## config.mk

```make
export PLATFORM = sky130hd
export DESIGN_NAME = cfg_space_responder
export DESIGN_NICKNAME = d
export VERILOG_FILES = /design/src/rtl/cfg_pkg.sv /design/src/rtl/cfg_regs.sv /design/src/rtl/cfg_rd_mux.sv /design/src/rtl/cfg_io_dec.sv /design/src/rtl/cfg_space_responder.sv
export SDC_FILE = /design/constraint.sdc
export NUM_CORES = 1
export LEC_CHECK = 0
export BUFFER_PORTS_ARGS = -buffer_cell sky130_fd_sc_hd__buf_2
export CORE_MARGIN = 3
export CORE_UTILIZATION = 50
export DETAILED_ROUTE_END_ITERATION = 8
export GPL_TIMING_DRIVEN = 0
export HOLD_SLACK_MARGIN = 0.03
export PLACE_DENSITY = 0.87
export SETUP_SLACK_MARGIN = 0.3
export SLEW_MARGIN = 15
export SYNTH_ARGS = -nofsm -noshare
export SYNTH_HDL_FRONTEND = slang
export SYNTH_SLANG_ARGS = --single-unit
```

## constraint.sdc

```tcl
create_clock -name clk -period 2.2 [get_ports clk]
set_clock_uncertainty 0.05 [all_clocks]
set_input_delay 0.44 -clock clk [delete_from_list [all_inputs] [get_ports clk]]
set_output_delay 0.44 -clock clk [all_outputs]
set_load 0.02 [all_outputs]
```

## src/rtl/cfg_pkg.sv

```systemverilog
// Package of shared constants for the configuration space responder.
// Assumes byte-wide registers and an 8-bit offset space.
package cfg_pkg;
    localparam int BYTE_W = 8;
    localparam int OFF_W  = 8;

    localparam logic [OFF_W-1:0] OFF_CMD   = 8'h04;
    localparam logic [OFF_W-1:0] OFF_SLOT  = 8'h08;
    localparam logic [OFF_W-1:0] OFF_BASEL = 8'h10;
    localparam logic [OFF_W-1:0] OFF_BASEH = 8'h11;
    localparam logic [OFF_W-1:0] OFF_ILINE = 8'h3C;
    localparam logic [OFF_W-1:0] OFF_IPIN  = 8'h3D;

    // Pick one byte of the 32-bit identity word, low byte first.
    function automatic logic [BYTE_W-1:0] ident_byte(input logic [31:0] word,
                                                    input logic [1:0]  idx);
        return word[idx*BYTE_W +: BYTE_W];
    endfunction
endpackage

```

## src/rtl/cfg_regs.sv

```systemverilog
// Writable configuration state: command bits, base address fields and
// interrupt line byte. Assumes writes target function 0 only.
module cfg_regs
    import cfg_pkg::*;
#(
    parameter int FUNC_W     = 3,
    parameter int ALIGN_BITS = 5,
    localparam int LO_W      = BYTE_W - ALIGN_BITS
) (
    input  logic              clk,
    input  logic              rst_n,
    input  logic [FUNC_W-1:0] func,
    input  logic [OFF_W-1:0]  off,
    input  logic              we,
    input  logic [BYTE_W-1:0] wdata,
    output logic [1:0]        cmd,
    output logic [LO_W-1:0]   base_lo,
    output logic [BYTE_W-1:0] base_hi,
    output logic [BYTE_W-1:0] iline
);
    logic wr_hit;

    // Write qualifies only for function 0.
    assign wr_hit = we && (func == '0);

    // Store the writable fields; every other offset drops the write.
    always_ff @(posedge clk) begin
        if (!rst_n) begin
            cmd     <= '0;
            base_lo <= '0;
            base_hi <= '0;
            iline   <= '0;
        end else if (wr_hit) begin
            case (off)
                OFF_CMD:   cmd     <= wdata[1:0];
                OFF_BASEL: base_lo <= wdata[BYTE_W-1:ALIGN_BITS];
                OFF_BASEH: base_hi <= wdata;
                OFF_ILINE: iline   <= wdata;
                default:   ;
            endcase
        end
    end
endmodule

```

## src/rtl/cfg_rd_mux.sv

```systemverilog
// Combinational read selection across the offset space.
// Assumes ALIGN_BITS >= 2 so that the I/O marker bit fits below the kept field.
module cfg_rd_mux
    import cfg_pkg::*;
#(
    parameter int          FUNC_W     = 3,
    parameter int          ALIGN_BITS = 5,
    parameter logic [31:0] IDENT      = 32'hAB0B_071A,
    parameter logic [7:0]  IRQ_PIN    = 8'h01,
    localparam int         LO_W       = BYTE_W - ALIGN_BITS
) (
    input  logic [FUNC_W-1:0] func,
    input  logic [OFF_W-1:0]  off,
    input  logic [BYTE_W-1:0] slot_id,
    input  logic [1:0]        cmd,
    input  logic [LO_W-1:0]   base_lo,
    input  logic [BYTE_W-1:0] base_hi,
    input  logic [BYTE_W-1:0] iline,
    output logic [BYTE_W-1:0] rd_byte
);
    // Select the byte for the current offset; unknown functions float high.
    always_comb begin
        rd_byte = '0;
        if (func != '0) begin
            rd_byte = '1;
        end else begin
            case (off)
                8'h00, 8'h01, 8'h02, 8'h03,
                8'h2C, 8'h2D, 8'h2E, 8'h2F: rd_byte = ident_byte(IDENT, off[1:0]);
                OFF_CMD:   rd_byte = {{(BYTE_W-2){1'b0}}, cmd};
                OFF_SLOT:  rd_byte = slot_id;
                OFF_BASEL: rd_byte = {base_lo, {(ALIGN_BITS-1){1'b0}}, 1'b1};
                OFF_BASEH: rd_byte = base_hi;
                OFF_ILINE: rd_byte = iline;
                OFF_IPIN:  rd_byte = IRQ_PIN;
                default:   rd_byte = '0;
            endcase
        end
    end
endmodule

```

## src/rtl/cfg_io_dec.sv

```systemverilog
// Registered I/O window base and enable derived from stored state.
// Assumes the base register is already stripped of its alignment bits.
module cfg_io_dec
    import cfg_pkg::*;
#(
    parameter int  ALIGN_BITS = 5,
    localparam int LO_W       = BYTE_W - ALIGN_BITS,
    localparam int BASE_W     = 2 * BYTE_W
) (
    input  logic              clk,
    input  logic              rst_n,
    input  logic              io_space_on,
    input  logic [LO_W-1:0]   base_lo,
    input  logic [BYTE_W-1:0] base_hi,
    output logic [BASE_W-1:0] io_base,
    output logic              io_en
);
    logic [BASE_W-1:0] base_nx;

    // Assemble the aligned base from its stored fields.
    assign base_nx = {base_hi, base_lo, {ALIGN_BITS{1'b0}}};

    // Register the window so the decoder sees a clean flop output.
    always_ff @(posedge clk) begin
        if (!rst_n) begin
            io_base <= '0;
            io_en   <= 1'b0;
        end else begin
            io_base <= base_nx;
            io_en   <= io_space_on && (base_nx != '0);
        end
    end
endmodule

```

## src/rtl/cfg_space_responder.sv

```systemverilog
// Top of the configuration space responder: write storage, read select with
// one registered stage, and I/O window decode. Single function only.
module cfg_space_responder
    import cfg_pkg::*;
#(
    parameter int          FUNC_W     = 3,
    parameter int          ALIGN_BITS = 5,
    parameter logic [31:0] IDENT      = 32'hAB0B_071A,
    parameter logic [7:0]  IRQ_PIN    = 8'h01
) (
    input  logic              clk,
    input  logic              rst_n,
    input  logic [FUNC_W-1:0] cfg_func,
    input  logic [7:0]        cfg_off,
    input  logic              cfg_we,
    input  logic [7:0]        cfg_wdata,
    input  logic [7:0]        slot_id,
    output logic [7:0]        cfg_rdata,
    output logic [15:0]       io_base,
    output logic              io_en
);
    localparam int LO_W = BYTE_W - ALIGN_BITS;

    logic [1:0]        cmd;
    logic [LO_W-1:0]   base_lo;
    logic [BYTE_W-1:0] base_hi;
    logic [BYTE_W-1:0] iline;
    logic [BYTE_W-1:0] rd_byte;

    cfg_regs #(.FUNC_W(FUNC_W), .ALIGN_BITS(ALIGN_BITS)) u_regs (
        .clk    (clk),
        .rst_n  (rst_n),
        .func   (cfg_func),
        .off    (cfg_off),
        .we     (cfg_we),
        .wdata  (cfg_wdata),
        .cmd    (cmd),
        .base_lo(base_lo),
        .base_hi(base_hi),
        .iline  (iline)
    );

    cfg_rd_mux #(.FUNC_W(FUNC_W), .ALIGN_BITS(ALIGN_BITS),
                 .IDENT(IDENT), .IRQ_PIN(IRQ_PIN)) u_mux (
        .func   (cfg_func),
        .off    (cfg_off),
        .slot_id(slot_id),
        .cmd    (cmd),
        .base_lo(base_lo),
        .base_hi(base_hi),
        .iline  (iline),
        .rd_byte(rd_byte)
    );

    cfg_io_dec #(.ALIGN_BITS(ALIGN_BITS)) u_io (
        .clk        (clk),
        .rst_n      (rst_n),
        .io_space_on(cmd[0]),
        .base_lo    (base_lo),
        .base_hi    (base_hi),
        .io_base    (io_base),
        .io_en      (io_en)
    );

    // Hold the selected byte for one cycle as the read response.
    always_ff @(posedge clk) begin
        if (!rst_n) cfg_rdata <= '0;
        else        cfg_rdata <= rd_byte;
    end
endmodule

```

# After elaboration in Yosys (flattened, before gate mapping)
# Cells that the tools add are included.
# word_totals
in_bits	30
ff_bits	46
output_inout_bits	25
word_cells	35
# op_classes
n_shift	1
reduce_logical	11
n_eq_ne	13
mux	2
# op_table
cell	count
8-bit case mux with 7 select lines	1
8-bit by 6-bit == test with 1-bit output, second input constant	6
32-bit by 6-bit indexed part select with 8-bit output, first input constant	1
8-bit by 2-bit == test with 1-bit output, second input constant	2
8-bit by 5-bit == test with 1-bit output, second input constant	2
16-bit nonzero test	1
8-bit by 1-bit == test with 1-bit output, second input constant	1
8-bit by 3-bit == test with 1-bit output, second input constant	1
8-bit by 4-bit == test with 1-bit output, second input constant	1
8-bit logical NOT	1
8-bit 2-to-1 mux	1
2-bit AND reduction	4
8-bit OR reduction	1
3-bit logical NOT	1
3-bit nonzero test	1
1-bit logical AND	2

# Longest topological paths before layout
# logic_depth
depth_word	4
mapped_depth	6
mapped_depth_nobuf	4

# Modules after synthesis
# Synthesis repeated with hierarchy kept, for this count alone.
# unflattened
hier_cells	195
area_unflattened_um2	1870.5
# modules_own_cells
mod	area_per_inst_um2	instances	cells_per_inst	seq_area_each_um2
cfg_regs	863.3	1	85	420.4
cfg_rd_mux	404.1	1	59	0.0
cfg_io_dec	392.9	1	35	240.2
cfg_space_responder	210.2	1	16	160.2

# Worst setup path after synthesis
# OpenSTA, ideal clock, no wires.
# synth_path
path_kind	input to register
from	input cfg_off[5]
to	register cfg_rdata[0]
t_required_ns	2.073
cell_stages	5
slack_ns	0.403
path_buffers	1
t_arrival_ns	1.671
setup_ns	0.077
cell_sequence	buf_6 -> or3_4 -> a2111oi_4 -> o22ai_1 -> a41oi_2
# synth_between
elab_chain_len	4
elab_cells_between_ends	17
classes_between	eq/ne: 13; mux: 2; reduce/logical: 2
# synth_rtl
element	line	source
start: declaration	cfg_space_responder.sv:14	input logic [7:0] cfg_off,
8-bit by 1-bit == test with 1-bit output, or another cell as far along	cfg_rd_mux.sv:27	case (off)
8-bit OR reduction	cfg_rd_mux.sv:27	
8-bit case mux with 7 select lines (*)	cfg_rd_mux.sv:27	
8-bit 2-to-1 mux (*)	cfg_rd_mux.sv:24	if (func != '0) begin
end signal: assignment	cfg_space_responder.sv:68	else cfg_rdata <= rd_byte;
end: declaration	cfg_space_responder.sv:18	output logic [7:0] cfg_rdata,
# Every way passes the cells marked *; elsewhere a longest branch is shown, timed or not.
# A chain may end at the register's enable or synchronous reset.

# Final worst setup path
# layout_path
from	input cfg_off[3]
to	register u_regs.base_hi[6]
# layout_between
elab_chain_len	2
# layout_rtl
element	line	source
8-bit by 5-bit == test with 1-bit output	cfg_regs.sv:34	case (off)
2-bit AND reduction (no line)	n/a	
end signal: assignment	cfg_regs.sv:37	OFF_BASEH: base_hi <= wdata;
end: declaration	cfg_regs.sv:18	output logic [BYTE_W-1:0] base_hi,
# No other way between the ends.

==> flow_summary.ini <==
[worst_setup_path]
slowest_delay_ns = 0.40
cp_cell_sequence = buf_2 > buf_2 > nor3_4 > nand4_2 > mux2i_1 > nor2_1
crit_family = simple AND/OR/NAND/NOR gates
crit_arrival_ns = 1.86
crit_path_end_kind = flop
path_class = input port to flop
cp.depth = 6
ff2ff_path_depth = 4
crit_path_max_fanout = 10
required_ns = 2.33
crit_path_top_delay_cell = nand4_2
crit_buf_inv = 2
startpoint_type = input port
critPathMostFrequentCell = buf_2

[floorplan]
coreArea_sq_mm = 0.003442
rows = 21
die_y_microns = 66.59
die_w_microns = 66.59
dieArea_sq_mm = 0.004434
start_util_pct = 53.33
ios = 55

[global_routing]
grtUsageTotal_pct = 20.96
grt_pass1_wl_mm = 6.927
grt_pass1_vias = 1522
antenna_found_initial = 0
grt_overflow = 0
grt_max_degree = 15

[sta]
setup_viol = 0
max_freq_ghz = 0.5765
fin_crit_ns = 1.735
tightest_slew_ns = 0.5247
fin_crit_sh_pct = 78.85
max_slew_margin_pct = 65.02
slew_viol_final = 0
grt_setup_unrepaired = no
hold_viol = 0

[yosys]
async_flop_share_pct = 0
syn_avg_cell_area_sq_um = 9.816
synthCells = 187
synth_commonest_cells = dfxtp_1 (41), nor2_1 (24), mux2i_1 (23)
syn_area_sq_mm = 0.001836
ys_seq_area_share_pct = 44.72
synth.most_common_cell = dfxtp_1
ys_types = 43
synth_top_cell_by_area = dfxtp_1
synthTopCellsByArea = dfxtp_1 (45%), mux2i_1 (13%), nor2_1 (4.9%)
ys_warn_count = 0
synth_edf_count = 0
synth-main-ff-cell = dfxtp_1
ys_ff_latch = 41
synth_top_area_share_pct = 44.72

[pwr]
peakVddDrop_v = 0.0004468
p_int_w = 0.001146
power.total_w = 0.001512
power_density_mw_per_mm2 = 667.9
p_seq_share_pct = 49.8
p_switching_w = 0.0003661
p_leak_nw = 1.035
p_comb_share_pct = 9.7
switching_share_pct = 24.22
clkPwrFrac_pct = 40.5

[clock_network]
post_cts_buffers = 0
clockRootBuffer = clkbuf_8
htreeDepth = 2
clockBufferDepth = 2
insertion_delay_ns = 0.30
hold_buffers = 0
clk_pin_slew_worst_paths_ns = 0.08
cts_tree = built
cts_buffers = 5
cts_resized = 1
cts.sinks = 41

[status]
status = complete, no violations

[detailed_routing]
drc = 0
drt.antenna.violating_nets = 0
drt-pass1-iter-count = 4
vias = 1611
wl_mm = 4.342
drt_iter0_drc = 182
vias_per_cell = 5.536
wire_per_inst_microns = 14.92

[finish]
areaGrowthSynthToFinish_pct = 23.31
nNetsFinal = 274
n_fill_cell = 286
antenna_cells = 0
drive_gt1_share_pct = 28.98
instances_no_fill = 291

[min_path]
min_path_cells = 2
min_path_type = input port to flop

[run]
maxCapViolCount = 0

[place]
gp_congestion = 0.9784
place_inst = 283
portBuffers = 46
dpl.hpwl_mm = 3.245
-- cell type report --
class	instances	area [sq um]	area share, %
Buffer	16	91.34	4.035
Clock buffer	5	68.82	3.040
Clock inverter	3	43.79	1.935
Inverter	4	15.01	0.6634
Multi-Input combinational cell	130	935.9	41.35
Sequential cell	41	820.8	36.26
Tap cell	46	57.56	2.543
Timing Repair Buffer	46	230.2	10.17
-- cells in the final DEF (no fill, tap or decap), types with 6 or more instances in the layout --
cell,instances
mux2i_1,23
dfxtp_1,41
and2_1,11
a21oi_1,6
clkbuf_1,8
buf_2,47
buf_4,6
nor2_1,24
-- sequential cells by signal, summed over array words and instances (netlist names) --
signal / cells
u_regs.base_hi: 8
u_io.io_en: 1
u_io.io_base: 11
cfg_rdata: 8
u_regs.cmd: 2
u_regs.base_lo: 3
u_regs.iline: 8
-- metrics by stage --
| stage | hold WS [ns] | setup WS, ns | util (%) | TNS (ns) | instance area (sq um) |
|---|---|---|---|---|---|
| finish | 0.3251 | 0.4653 | 65.76 | 0 | 2263 |
| floorplan | 0.3800 | 0.4028 | - | 0 | 1851 |
| global route | 0.3413 | 0.3299 | 65.76 | 0 | 2263 |
| global placement | 0.4272 | -0.1269 | 62.12 | -0.9995 | 2138 |
| detailed placement | 0.4343 | -0.1329 | 62.12 | -0.8621 | 2138 |
| CTS | 0.3235 | 0.3201 | 65.58 | 0 | 2257 |
-- worst paths after layout --
path                            slack (ns)       startpoint                end
worst min register to register        0.45  u_regs.iline[7]    u_regs.iline[7]
worst max-delay path                  0.47       cfg_off[3]  u_regs.base_hi[6]
worst max register to register        0.97    u_regs.cmd[0]       cfg_rdata[0]
worst min-delay path                  0.33            rst_n    u_io.io_base[5]
-- power groups by stage --
| stage | Clock (W) | Sequential, W | Combinational, W |
|---|---|---|---|
| floorplan | 0 | 0.000785 | 0.0000704 |
| global placement | 0 | 0.000770 | 0.000140 |
| detailed placement | 0 | 0.000771 | 0.000142 |
| CTS | 0.000619 | 0.000753 | 0.000144 |
| global route | 0.000644 | 0.000754 | 0.000160 |
| finish | 0.000612 | 0.000753 | 0.000146 |
-- cell families after synthesis --
kind of cell	after synthesis	share of synthesized area (%)
compound gates	30	12.95
other cells	1	0.2043
flops	41	44.72
mux	23	12.54
simple gates	72	23.79
buf+inv	20	5.793
-- per-layer routing --
metal	track usage [%]	part of all wire, %
met4	9.645	2.6
met1	24.84	43
met5	0	0
met3	4.890	7.0
met2	35.52	47
No activity file was read; power rests on OpenSTA's default activity.
